## config.mk

```make
export PLATFORM = sky130hd
export DESIGN_NAME = codec_regcmd
export DESIGN_NICKNAME = d
export VERILOG_FILES = /design/src/rtl/codec_rc_pkg.sv /design/src/rtl/codec_cmd_tx.sv /design/src/rtl/codec_stat_rx.sv /design/src/rtl/codec_regcmd.sv
export SDC_FILE = /design/constraint.sdc
export NUM_CORES = 1
export LEC_CHECK = 0
export BUFFER_PORTS_ARGS = -buffer_cell sky130_fd_sc_hd__buf_4
export CAP_MARGIN = 30
export CORE_ASPECT_RATIO = 0.9
export CORE_MARGIN = 4
export CORE_UTILIZATION = 42
export CTS_BUF_LIST = sky130_fd_sc_hd__clkbuf_8
export CTS_CLUSTER_DIAMETER = 50
export DETAILED_ROUTE_END_ITERATION = 16
export HOLD_SLACK_MARGIN = 0.1
export PLACE_DENSITY = 0.8
export SLEW_MARGIN = 20
export SYNTH_ARGS = -nofsm -noshare
export SYNTH_HDL_FRONTEND = slang
export SYNTH_SLANG_ARGS = --single-unit
```

## constraint.sdc

```tcl
create_clock -name clk -period 1.2 [get_ports clk]
set_input_delay 0.12 -clock clk [delete_from_list [all_inputs] [get_ports clk]]
set_output_delay 0.12 -clock clk [all_outputs]
set_load 0.02 [all_outputs]
```

## src/rtl/codec_rc_pkg.sv

```systemverilog
package codec_rc_pkg;
   typedef struct packed {
      logic coll;
      logic ovr;
      logic valid;
      logic busy;
   } rc_status_t;
endpackage

```

## src/rtl/codec_cmd_tx.sv

```systemverilog
module codec_cmd_tx #(
   parameter int IDX_W      = 7,
   parameter int DATA_W     = 16,
   parameter int SLOT_W     = 20,
   parameter bit BYTE_MERGE = 1'b1,
   localparam int CMD_W     = 1 + IDX_W + DATA_W,
   localparam int NB        = CMD_W / 8
) (
   input  logic              clk,
   input  logic              rst_n,
   input  logic              cmd_wr,
   input  logic [NB-1:0]     cmd_be,
   input  logic [CMD_W-1:0]  cmd_wdata,
   input  logic              stat_rd,
   input  logic              frame_start,
   input  logic              slot2_done,
   output logic              busy_o,
   output logic              coll_o,
   output logic              tag_o,
   output logic [SLOT_W-1:0] slot1_o,
   output logic [SLOT_W-1:0] slot2_o
);
   localparam int RW_BIT = CMD_W - 1;
   localparam int S1_SH  = SLOT_W - 1 - IDX_W;
   localparam int S2_SH  = SLOT_W - DATA_W;

   if (CMD_W % 8 != 0) begin : g_bad_bytes
      $error("command word must be a whole number of bytes");
   end
   if (SLOT_W < DATA_W || SLOT_W < 1 + IDX_W) begin : g_bad_slot
      $error("slot too narrow for command fields");
   end

   logic [CMD_W-1:0] cmd_q, cmd_next;
   logic busy_q, pend_q, act_q, coll_q;
   logic wr_hit, accept;

   if (BYTE_MERGE) begin : g_merge
      for (genvar b = 0; b < NB; b++) begin : g_lane
         assign cmd_next[8*b +: 8] = cmd_be[b] ? cmd_wdata[8*b +: 8] : cmd_q[8*b +: 8];
      end
   end else begin : g_whole
      assign cmd_next = cmd_wdata;
   end

   assign wr_hit = cmd_wr && (|cmd_be);
   assign accept = wr_hit && !busy_q;

   always_ff @(posedge clk or negedge rst_n) begin
      if (!rst_n) begin
         cmd_q  <= '0;
         busy_q <= 1'b0;
         pend_q <= 1'b0;
         act_q  <= 1'b0;
         coll_q <= 1'b0;
      end else begin
         if (accept) begin
            cmd_q  <= cmd_next;
            busy_q <= 1'b1;
            pend_q <= 1'b1;
         end else if (act_q && slot2_done) begin
            busy_q <= 1'b0;
         end
         if (frame_start && pend_q) begin
            act_q  <= 1'b1;
            pend_q <= 1'b0;
         end else if (act_q && slot2_done) begin
            act_q <= 1'b0;
         end
         if (wr_hit && busy_q)
            coll_q <= 1'b1;
         else if (stat_rd)
            coll_q <= 1'b0;
      end
   end

   assign busy_o  = busy_q;
   assign coll_o  = coll_q;
   assign tag_o   = act_q;
   assign slot1_o = act_q ? (SLOT_W'(cmd_q[RW_BIT -: 1 + IDX_W]) << S1_SH) : '0;
   assign slot2_o = act_q ? (SLOT_W'(cmd_q[DATA_W-1:0]) << S2_SH) : '0;

   assert_busy_set_R2: assert property (@(posedge clk) disable iff (!rst_n)
      (wr_hit && !busy_q) |=> busy_q);
   assert_ignored_write_R6: assert property (@(posedge clk) disable iff (!rst_n)
      (wr_hit && busy_q) |=> ($stable(cmd_q) && coll_q));
   assert_active_busy_R5: assert property (@(posedge clk) disable iff (!rst_n)
      act_q |-> busy_q);
   assert_done_clears_R5: assert property (@(posedge clk) disable iff (!rst_n)
      (act_q && slot2_done) |=> (!busy_q && !act_q));
   assert_late_write_R10: assert property (@(posedge clk) disable iff (!rst_n)
      (accept && frame_start) |=> !act_q);
endmodule

```

## src/rtl/codec_stat_rx.sv

```systemverilog
module codec_stat_rx #(
   parameter int DATA_W = 16
) (
   input  logic              clk,
   input  logic              rst_n,
   input  logic              rx_stb,
   input  logic              rx_tag_ok,
   input  logic [DATA_W-1:0] rx_word,
   input  logic              data_rd,
   output logic [DATA_W-1:0] data_o,
   output logic              valid_o,
   output logic              ovr_o
);
   if (DATA_W < 1) begin : g_bad_w
      $error("data width must be positive");
   end

   logic [DATA_W-1:0] data_q;
   logic valid_q, ovr_q, take;

   assign take = rx_stb && rx_tag_ok;

   always_ff @(posedge clk or negedge rst_n) begin
      if (!rst_n) begin
         data_q  <= '0;
         valid_q <= 1'b0;
         ovr_q   <= 1'b0;
      end else begin
         if (take) begin
            data_q  <= rx_word;
            valid_q <= 1'b1;
            ovr_q   <= (valid_q || ovr_q) && !data_rd;
         end else if (data_rd) begin
            valid_q <= 1'b0;
            ovr_q   <= 1'b0;
         end
      end
   end

   assign data_o  = data_q;
   assign valid_o = valid_q;
   assign ovr_o   = ovr_q;

   assert_ovr_needs_valid_R8: assert property (@(posedge clk) disable iff (!rst_n)
      ovr_q |-> valid_q);
   assert_reject_R7: assert property (@(posedge clk) disable iff (!rst_n)
      (!take && !data_rd) |=> ($stable(data_q) && $stable(valid_q)));
   assert_read_clears_R9: assert property (@(posedge clk) disable iff (!rst_n)
      (data_rd && !take) |=> (!valid_q && !ovr_q));
   assert_read_and_take_R9: assert property (@(posedge clk) disable iff (!rst_n)
      (data_rd && take) |=> (valid_q && !ovr_q));
endmodule

```

## src/rtl/codec_regcmd.sv

```systemverilog
module codec_regcmd #(
   parameter int IDX_W      = 7,
   parameter int DATA_W     = 16,
   parameter int SLOT_W     = 20,
   parameter bit BYTE_MERGE = 1'b1,
   localparam int CMD_W     = 1 + IDX_W + DATA_W,
   localparam int NB        = CMD_W / 8
) (
   input  logic              clk,
   input  logic              rst_n,
   input  logic              cmd_wr,
   input  logic [NB-1:0]     cmd_be,
   input  logic [CMD_W-1:0]  cmd_wdata,
   input  logic              data_rd,
   input  logic              stat_rd,
   output logic [DATA_W-1:0] rd_data,
   output logic [3:0]        status,
   input  logic              frame_start,
   input  logic              slot2_done,
   output logic              tx_tag_s1,
   output logic              tx_tag_s2,
   output logic [SLOT_W-1:0] tx_slot1,
   output logic [SLOT_W-1:0] tx_slot2,
   input  logic              rx_slot2_stb,
   input  logic              rx_tag_s2,
   input  logic [DATA_W-1:0] rx_slot2
);
   import codec_rc_pkg::*;

   rc_status_t st;
   logic tag;

   codec_cmd_tx #(
      .IDX_W(IDX_W), .DATA_W(DATA_W), .SLOT_W(SLOT_W), .BYTE_MERGE(BYTE_MERGE)
   ) u_tx (
      .clk(clk), .rst_n(rst_n), .cmd_wr(cmd_wr), .cmd_be(cmd_be),
      .cmd_wdata(cmd_wdata), .stat_rd(stat_rd), .frame_start(frame_start),
      .slot2_done(slot2_done), .busy_o(st.busy), .coll_o(st.coll),
      .tag_o(tag), .slot1_o(tx_slot1), .slot2_o(tx_slot2)
   );

   codec_stat_rx #(.DATA_W(DATA_W)) u_rx (
      .clk(clk), .rst_n(rst_n), .rx_stb(rx_slot2_stb), .rx_tag_ok(rx_tag_s2),
      .rx_word(rx_slot2), .data_rd(data_rd), .data_o(rd_data),
      .valid_o(st.valid), .ovr_o(st.ovr)
   );

   assign tx_tag_s1 = tag;
   assign tx_tag_s2 = tag;
   assign status    = st;
endmodule

```

After elaboration in Yosys (flattened, before gate mapping)
Index checks and enable logic that the tools add are counted.
{"block": "op_classes", "muxes": 12, "n_reduce_logical": 19}
{"op": "two-way mux 20 bit", "count": 2}
{"op": "two-way mux 1 bit", "count": 10}
{"op": "nonzero test 2 bit", "count": 5}
{"op": "logical AND 1 bit", "count": 7}
{"op": "AND reduction 2 bit", "count": 3}
{"op": "OR reduction 3 bit", "count": 1}
{"op": "logical NOT 1 bit", "count": 2}
{"op": "logical OR 1 bit", "count": 1}
{"block": "totals", "ff_bits": 46, "out_inout_bits": 62, "elab_cells": 41}

Longest topological paths before layout
{"block": "depth", "word_depth": 5, "mapped_depth": 3, "mapped_depth_nobuf": 2}

By module
From an unflattened synthesis, not the netlist that was laid out.
{"block": "unflattened", "hier_cells": 151, "area_unflattened_um2": 2063.2}
{"module": "codec_cmd_tx", "n_inst": 1, "cells_per_inst": 110, "area_per_inst_um2": 1350.0, "seq_area_each_um2": 700.7}
{"module": "codec_stat_rx", "n_inst": 1, "cells_per_inst": 40, "area_per_inst_um2": 705.7, "seq_area_each_um2": 450.4}
{"module": "codec_regcmd", "n_inst": 1, "cells_per_inst": 1, "area_per_inst_um2": 7.5, "seq_area_each_um2": 0.0}

Least setup slack after synthesis
No wires, ideal clock.
{"block": "synth_timing", "kind": "register -> register", "from": "register u_tx.busy_q, in the netlist u_tx.busy_o", "to": "register u_tx.cmd_q[0]", "arrival_time_ns": 0.996, "t_required_ns": 1.075, "setup_slack_ns": 0.079, "path_stages_with_launch": 3, "n_path_buf": 0, "synth_period_minus_slack_ns": 1.121, "cell_sequence": "dfrtp_1 > nand3b_2 > mux2_2"}
{"block": "synth_between", "elab_chain_cells": 3}
{"item": "start, declared", "line": "codec_cmd_tx.sv:35", "text": "logic busy_q, pend_q, act_q, coll_q;"}
{"item": "start signal, assigned", "line": "codec_cmd_tx.sv:52", "text": "busy_q <= 1'b0;"}
{"item": "start signal, assigned", "line": "codec_cmd_tx.sv:59", "text": "busy_q <= 1'b1;"}
{"item": "start signal, assigned", "line": "codec_cmd_tx.sv:62", "text": "busy_q <= 1'b0;"}
{"item": "logical NOT 1 bit", "line": "codec_cmd_tx.sv:47", "text": "assign accept = wr_hit && !busy_q;"}
{"item": "logical AND 1 bit", "line": "codec_cmd_tx.sv:47"}
{"item": "AND reduction 2 bit (no source line)"}
{"item": "end signal, assigned", "line": "codec_cmd_tx.sv:58", "text": "cmd_q <= cmd_next;"}
{"item": "end, declared", "line": "codec_cmd_tx.sv:34", "text": "logic [CMD_W-1:0] cmd_q, cmd_next;"}
Every way passes these cells.
A chain may end at the register's enable or synchronous reset.

Worst setup path in the final report
{"block": "layout_timing", "from": "register u_tx.act_q, in the netlist u_tx.tag_o", "to": "output port tx_slot2[8]"}
{"block": "layout_between", "elab_chain_cells": 1}
{"item": "start, declared", "line": "codec_cmd_tx.sv:35"}
{"item": "start signal, assigned", "line": "codec_cmd_tx.sv:54", "text": "act_q <= 1'b0;"}
{"item": "start signal, assigned", "line": "codec_cmd_tx.sv:65", "text": "act_q <= 1'b1;"}
{"item": "start signal, assigned", "line": "codec_cmd_tx.sv:68", "text": "act_q <= 1'b0;"}
{"item": "two-way mux 20 bit", "line": "codec_cmd_tx.sv:81", "text": "assign slot2_o = act_q ? (SLOT_W'(cmd_q[DATA_W-1:0]) << S2_SH) : '0;"}
{"item": "end, declared", "line": "codec_regcmd.sv:23", "text": "output logic [SLOT_W-1:0] tx_slot2,"}
Every way passes these cells.

==> Implementation_results.wiki <==
{| class="wikitable"
! Metric !! Value
|-
| Insertion delay of the later-clocked pin in the worst-skew pair || 0.29 ns
|-
| Clock tree buffer depth || 2
|-
| Highest clock frequency the design can meet || 778 MHz
|-
| Number of ports placed on the die boundary || 114
|-
| Status || finished with violations
|-
| Critical path arrival || 1.17 ns
|-
| Initial antenna violation count || 0
|-
| Most frequently used flop master after synthesis || dfrtp_1
|-
| Die area || 0.00607 mm2
|-
| Number of endpoints with negative hold slack in the final report || 0
|-
| Measured slew at the worst slew-check pin || 0.578 ns
|-
| Final Instance Count excl. Fillers || 360
|-
| Sequential element share of the synthesized area || 56.1%
|-
| Comb power frac || 33.2%
|-
| Number of synthesized flops with an enable pin || 0
|-
| Vias per Instance || 4.48
|-
| Number of DRC markers in iteration 0 || 65
|-
| Net switching power || 1.46 mW
|-
| Setup WS post-layout || -0.0861 ns
|-
| Placed instance count || 307
|-
| Net total in the final layout || 349
|-
| CTS Root Cell || clkbuf_8
|-
| Port buffer count || 97
|-
| Final total negative setup slack || -1.51 ns
|-
| Area delta synth->final || 68.9%
|-
| Post-CTS Setup Bufs || 0
|-
| TritonCTS clock tree || built
|-
| Routed WL per cell || 14.7 um
|-
| Largest stage delay on the critical path || 0.42 ns
|-
| Worst hold margin || 0.119 ns
|-
| Pwr per Cell Area || 1470 mW/mm2
|-
| Most numerous cell types in the synthesized netlist || 46 x dfrtp_1, 40 x mux2_2, 24 x and2_1
|-
| Cell internal power dissipation || 3.64 mW
|-
| Cell with the biggest individual delay on the critical path || dfrtp_1
|-
| CTS clk-pin slew, worst paths || 0.08 ns
|-
| Area of the core || 0.00458 mm2
|-
| Horizontal die dimension || 81.7 um
|-
| Worst setup slack after placement || -0.0140 ns
|-
| Number of antenna diodes || 0
|-
| Largest net degree at the start of global routing || 47
|-
| Setup CP Type || flop to output port
|-
| Largest driver fanout on the critical path || 7
|-
| Type of destination of the critical path || output port
|-
| Worst-case headroom to the max-slew limit || 61.5%
|-
| Via count || 1611
|-
| Utilization after layout || 75.7%
|-
| Data required time at the worst endpoint || 1.08 ns
|-
| Setup repair after global routing missed its margin || true
|-
| Final slew viol count || 0
|-
| Final Skew || 0.00562 ns
|-
| HPWL after detailed placement || 3460 um
|-
| Violations in the final reports || setup timing
|-
| Global-route wire length before repair || 8300 um
|-
| Starting density of the core || 44.8%
|-
| Vias in the first global route || 1837
|-
| Avg Synthesized Cell Area || 13.3 um2
|-
| Synth async-reset ratio || 100%
|-
| CTS sink count || 46
|-
| Crit-path most repeated cell || buf_4
|-
| Cell Area, Placed || 0.00277 mm2
|-
| Cell count after synthesis || 154
|-
| Switching power share of the total || 28.7%
|-
| Post-synthesis instance area || 0.00205 mm2
|-
| Total of flip-flops plus latches after synthesis || 46
|-
| Overall die height || 74.3 um
|-
| Routability congestion estimate from global placement || 0.700
|-
| Yosys Warn Count || 0
|-
| Worst Setup Start Kind || flop
|-
| GRT Resource Usage Total || 18.0%
|-
| Area contributors post-synth || dfrtp_1 56%, mux2_2 22%, buf_4 7.7%, and2_1 7.3%, nand3b_2 1.6%
|-
| Clock network fraction of design power || 20.9%
|-
| Proportion of layout cells with a drive suffix above 1 || 57.0%
|-
| Total Power Consumption || 5.10 mW
|-
| Worst-case vdd ir drop || 0.000979 V
|-
| Total CTS buffers || 5
|-
| Wirelength, routed || 5280 um
|-
| Area fraction of the dominant cell type after synthesis || 56.1%
|-
| Final Cycle Share || 107%
|-
| Detailed-routing iteration count for the pre-antenna-repair pass || 4
|-
| Fill cell instance count of the final layout || 313
|-
| Class of the tightest hold or removal check || input port to flop
|-
| Post-route ant nets || 0
|-
| Sum of overflow across all layers after global routing || 0
|-
| Non-Filler Cell Area, Final || 0.00346 mm2
|-
| Leakage || 1.73 nW
|-
| Final setup viols || 24
|-
| # Max-Cap Violations || 0
|-
| H-tree depth || 2
|-
| Period minus WS final || 1.29 ns
|-
| Library cell occupying the most area in the post-synthesis netlist || dfrtp_1
|-
| Top-count cell post-synth || dfrtp_1
|-
| Sequential share of power || 45.9%
|-
| Number of unique standard cell types used by synthesis || 19
|-
| Critical path cell sequence || buf_4, and2_1, buf_4
|-
| Post-detailed-route DRC marker count || 0
|-
| Row Count || 23
|}
## area by class of cell
cell class	instances	area, um2	share of cell area [%]
flip-flops and latches	46	1150	33.2
repair buffers	145	1280	36.9
clock buffers	8	110	3.18
multi-input cells	95	833	24.1
inverters	4	15.0	0.433
well taps	62	77.6	2.24
## cells in the final DEF, fill, tap and decap left out
master and count:
inv_1 4, o31ai_1 2, clkbuf_8 8, nand2_1 1, buf_12 1, a21oi_1 1
nand2b_1 1, buf_6 17, and2_4 17, dfrtp_1 46, a31oi_1 1, nand2_2 1
o21ai_0 2, and2_1 7, o22ai_1 1, nand3b_4 3, buf_4 82, nor2_1 1
dlygate4sd3_1 45, and3_2 1, mux2_2 40, conb_1 16
## layer usage
metal | vias to the layer above | part of all wire [%] | global-route usage (%) | wire length [um]
met5 | - | 0 | 0 | 0
met4 | 0 | 0.44 | 3.69 | 23
met2 | 68 | 57 | 35.9 | 3000
met1 | 779 | 35 | 19.1 | 1870
met3 | 4 | 7.3 | 4.36 | 383
li1 | 760 | - | - | -
## state kept, by name, indices dropped and copies added (netlist names)
signal        flops
u_rx.data_o      16
u_rx.ovr_o        1
u_rx.valid_o      1
u_tx.busy_o       1
u_tx.cmd_q       24
u_tx.coll_o       1
u_tx.pend_q       1
u_tx.tag_o        1
## path summary, 6_finish.rpt
| kind | cells after the start | endpoint | slack, ns | from |
|---|---|---|---|---|
| worst max-delay path | 3 | tx_slot2[8] | -0.09 | u_tx.tag_o$_DFFE_PN0P_ |
| worst max register to register | 2 | u_tx.cmd_q[8]$_DFFE_PN0P_ | 0.08 | u_tx.busy_o$_DFFE_PN0P_ |
| worst min-delay path | 3 | u_rx.ovr_o$_DFFE_PN0P_ | 0.12 | rx_tag_s2 |
| max in group asynchronous | 2 | u_rx.data_o[12]$_DFFE_PN0P_ | 0.42 | rst_n |
| worst min register to register | 1 | u_tx.cmd_q[5]$_DFFE_PN0P_ | 0.51 | u_tx.cmd_q[5]$_DFFE_PN0P_ |
| min in group asynchronous | 2 | u_tx.coll_o$_DFFE_PN0P_ | 0.38 | rst_n |
## power by group through the flow
| stage | registers [mW] | clock network (mW) | logic, mW |
|---|---|---|---|
| 2_1_floorplan | 2.37 | 0 | 0.833 |
| 3_3_place_gp | 2.30 | 0 | 1.42 |
| 3_5_place_dp | 2.33 | 0 | 1.47 |
| 4_1_cts | 2.32 | 1.11 | 1.69 |
| 5_1_grt | 2.41 | 1.16 | 1.83 |
| 6_report | 2.34 | 1.06 | 1.69 |
## critical path: cells and delay by family (launching register included)
family | cells | cell delay, ns
buf+inv | 2 | 0.32
simple gates | 1 | 0.14
flops | 1 | 0.42
## logic make-up (layout without fill, tap and decap cells)
group	count (synthesis)	count (layout)	share of synthesized area, %
and+or+nand+nor	32	32	10.3
muxes	40	40	22.0
AOI/OAI and AO/OA	7	7	2.07
DFF	46	46	56.1
other	1	16	0.183
buffers and inverters	28	157	9.33
## repair_timing
item | CTS | global route
resized for setup | 35 | 2
endpoints found under the hold margin | 90 | 0
endpoints found under the setup margin | 32 | 40
hold buffers | 45 | 0
Power figures use the tool's default switching activity.
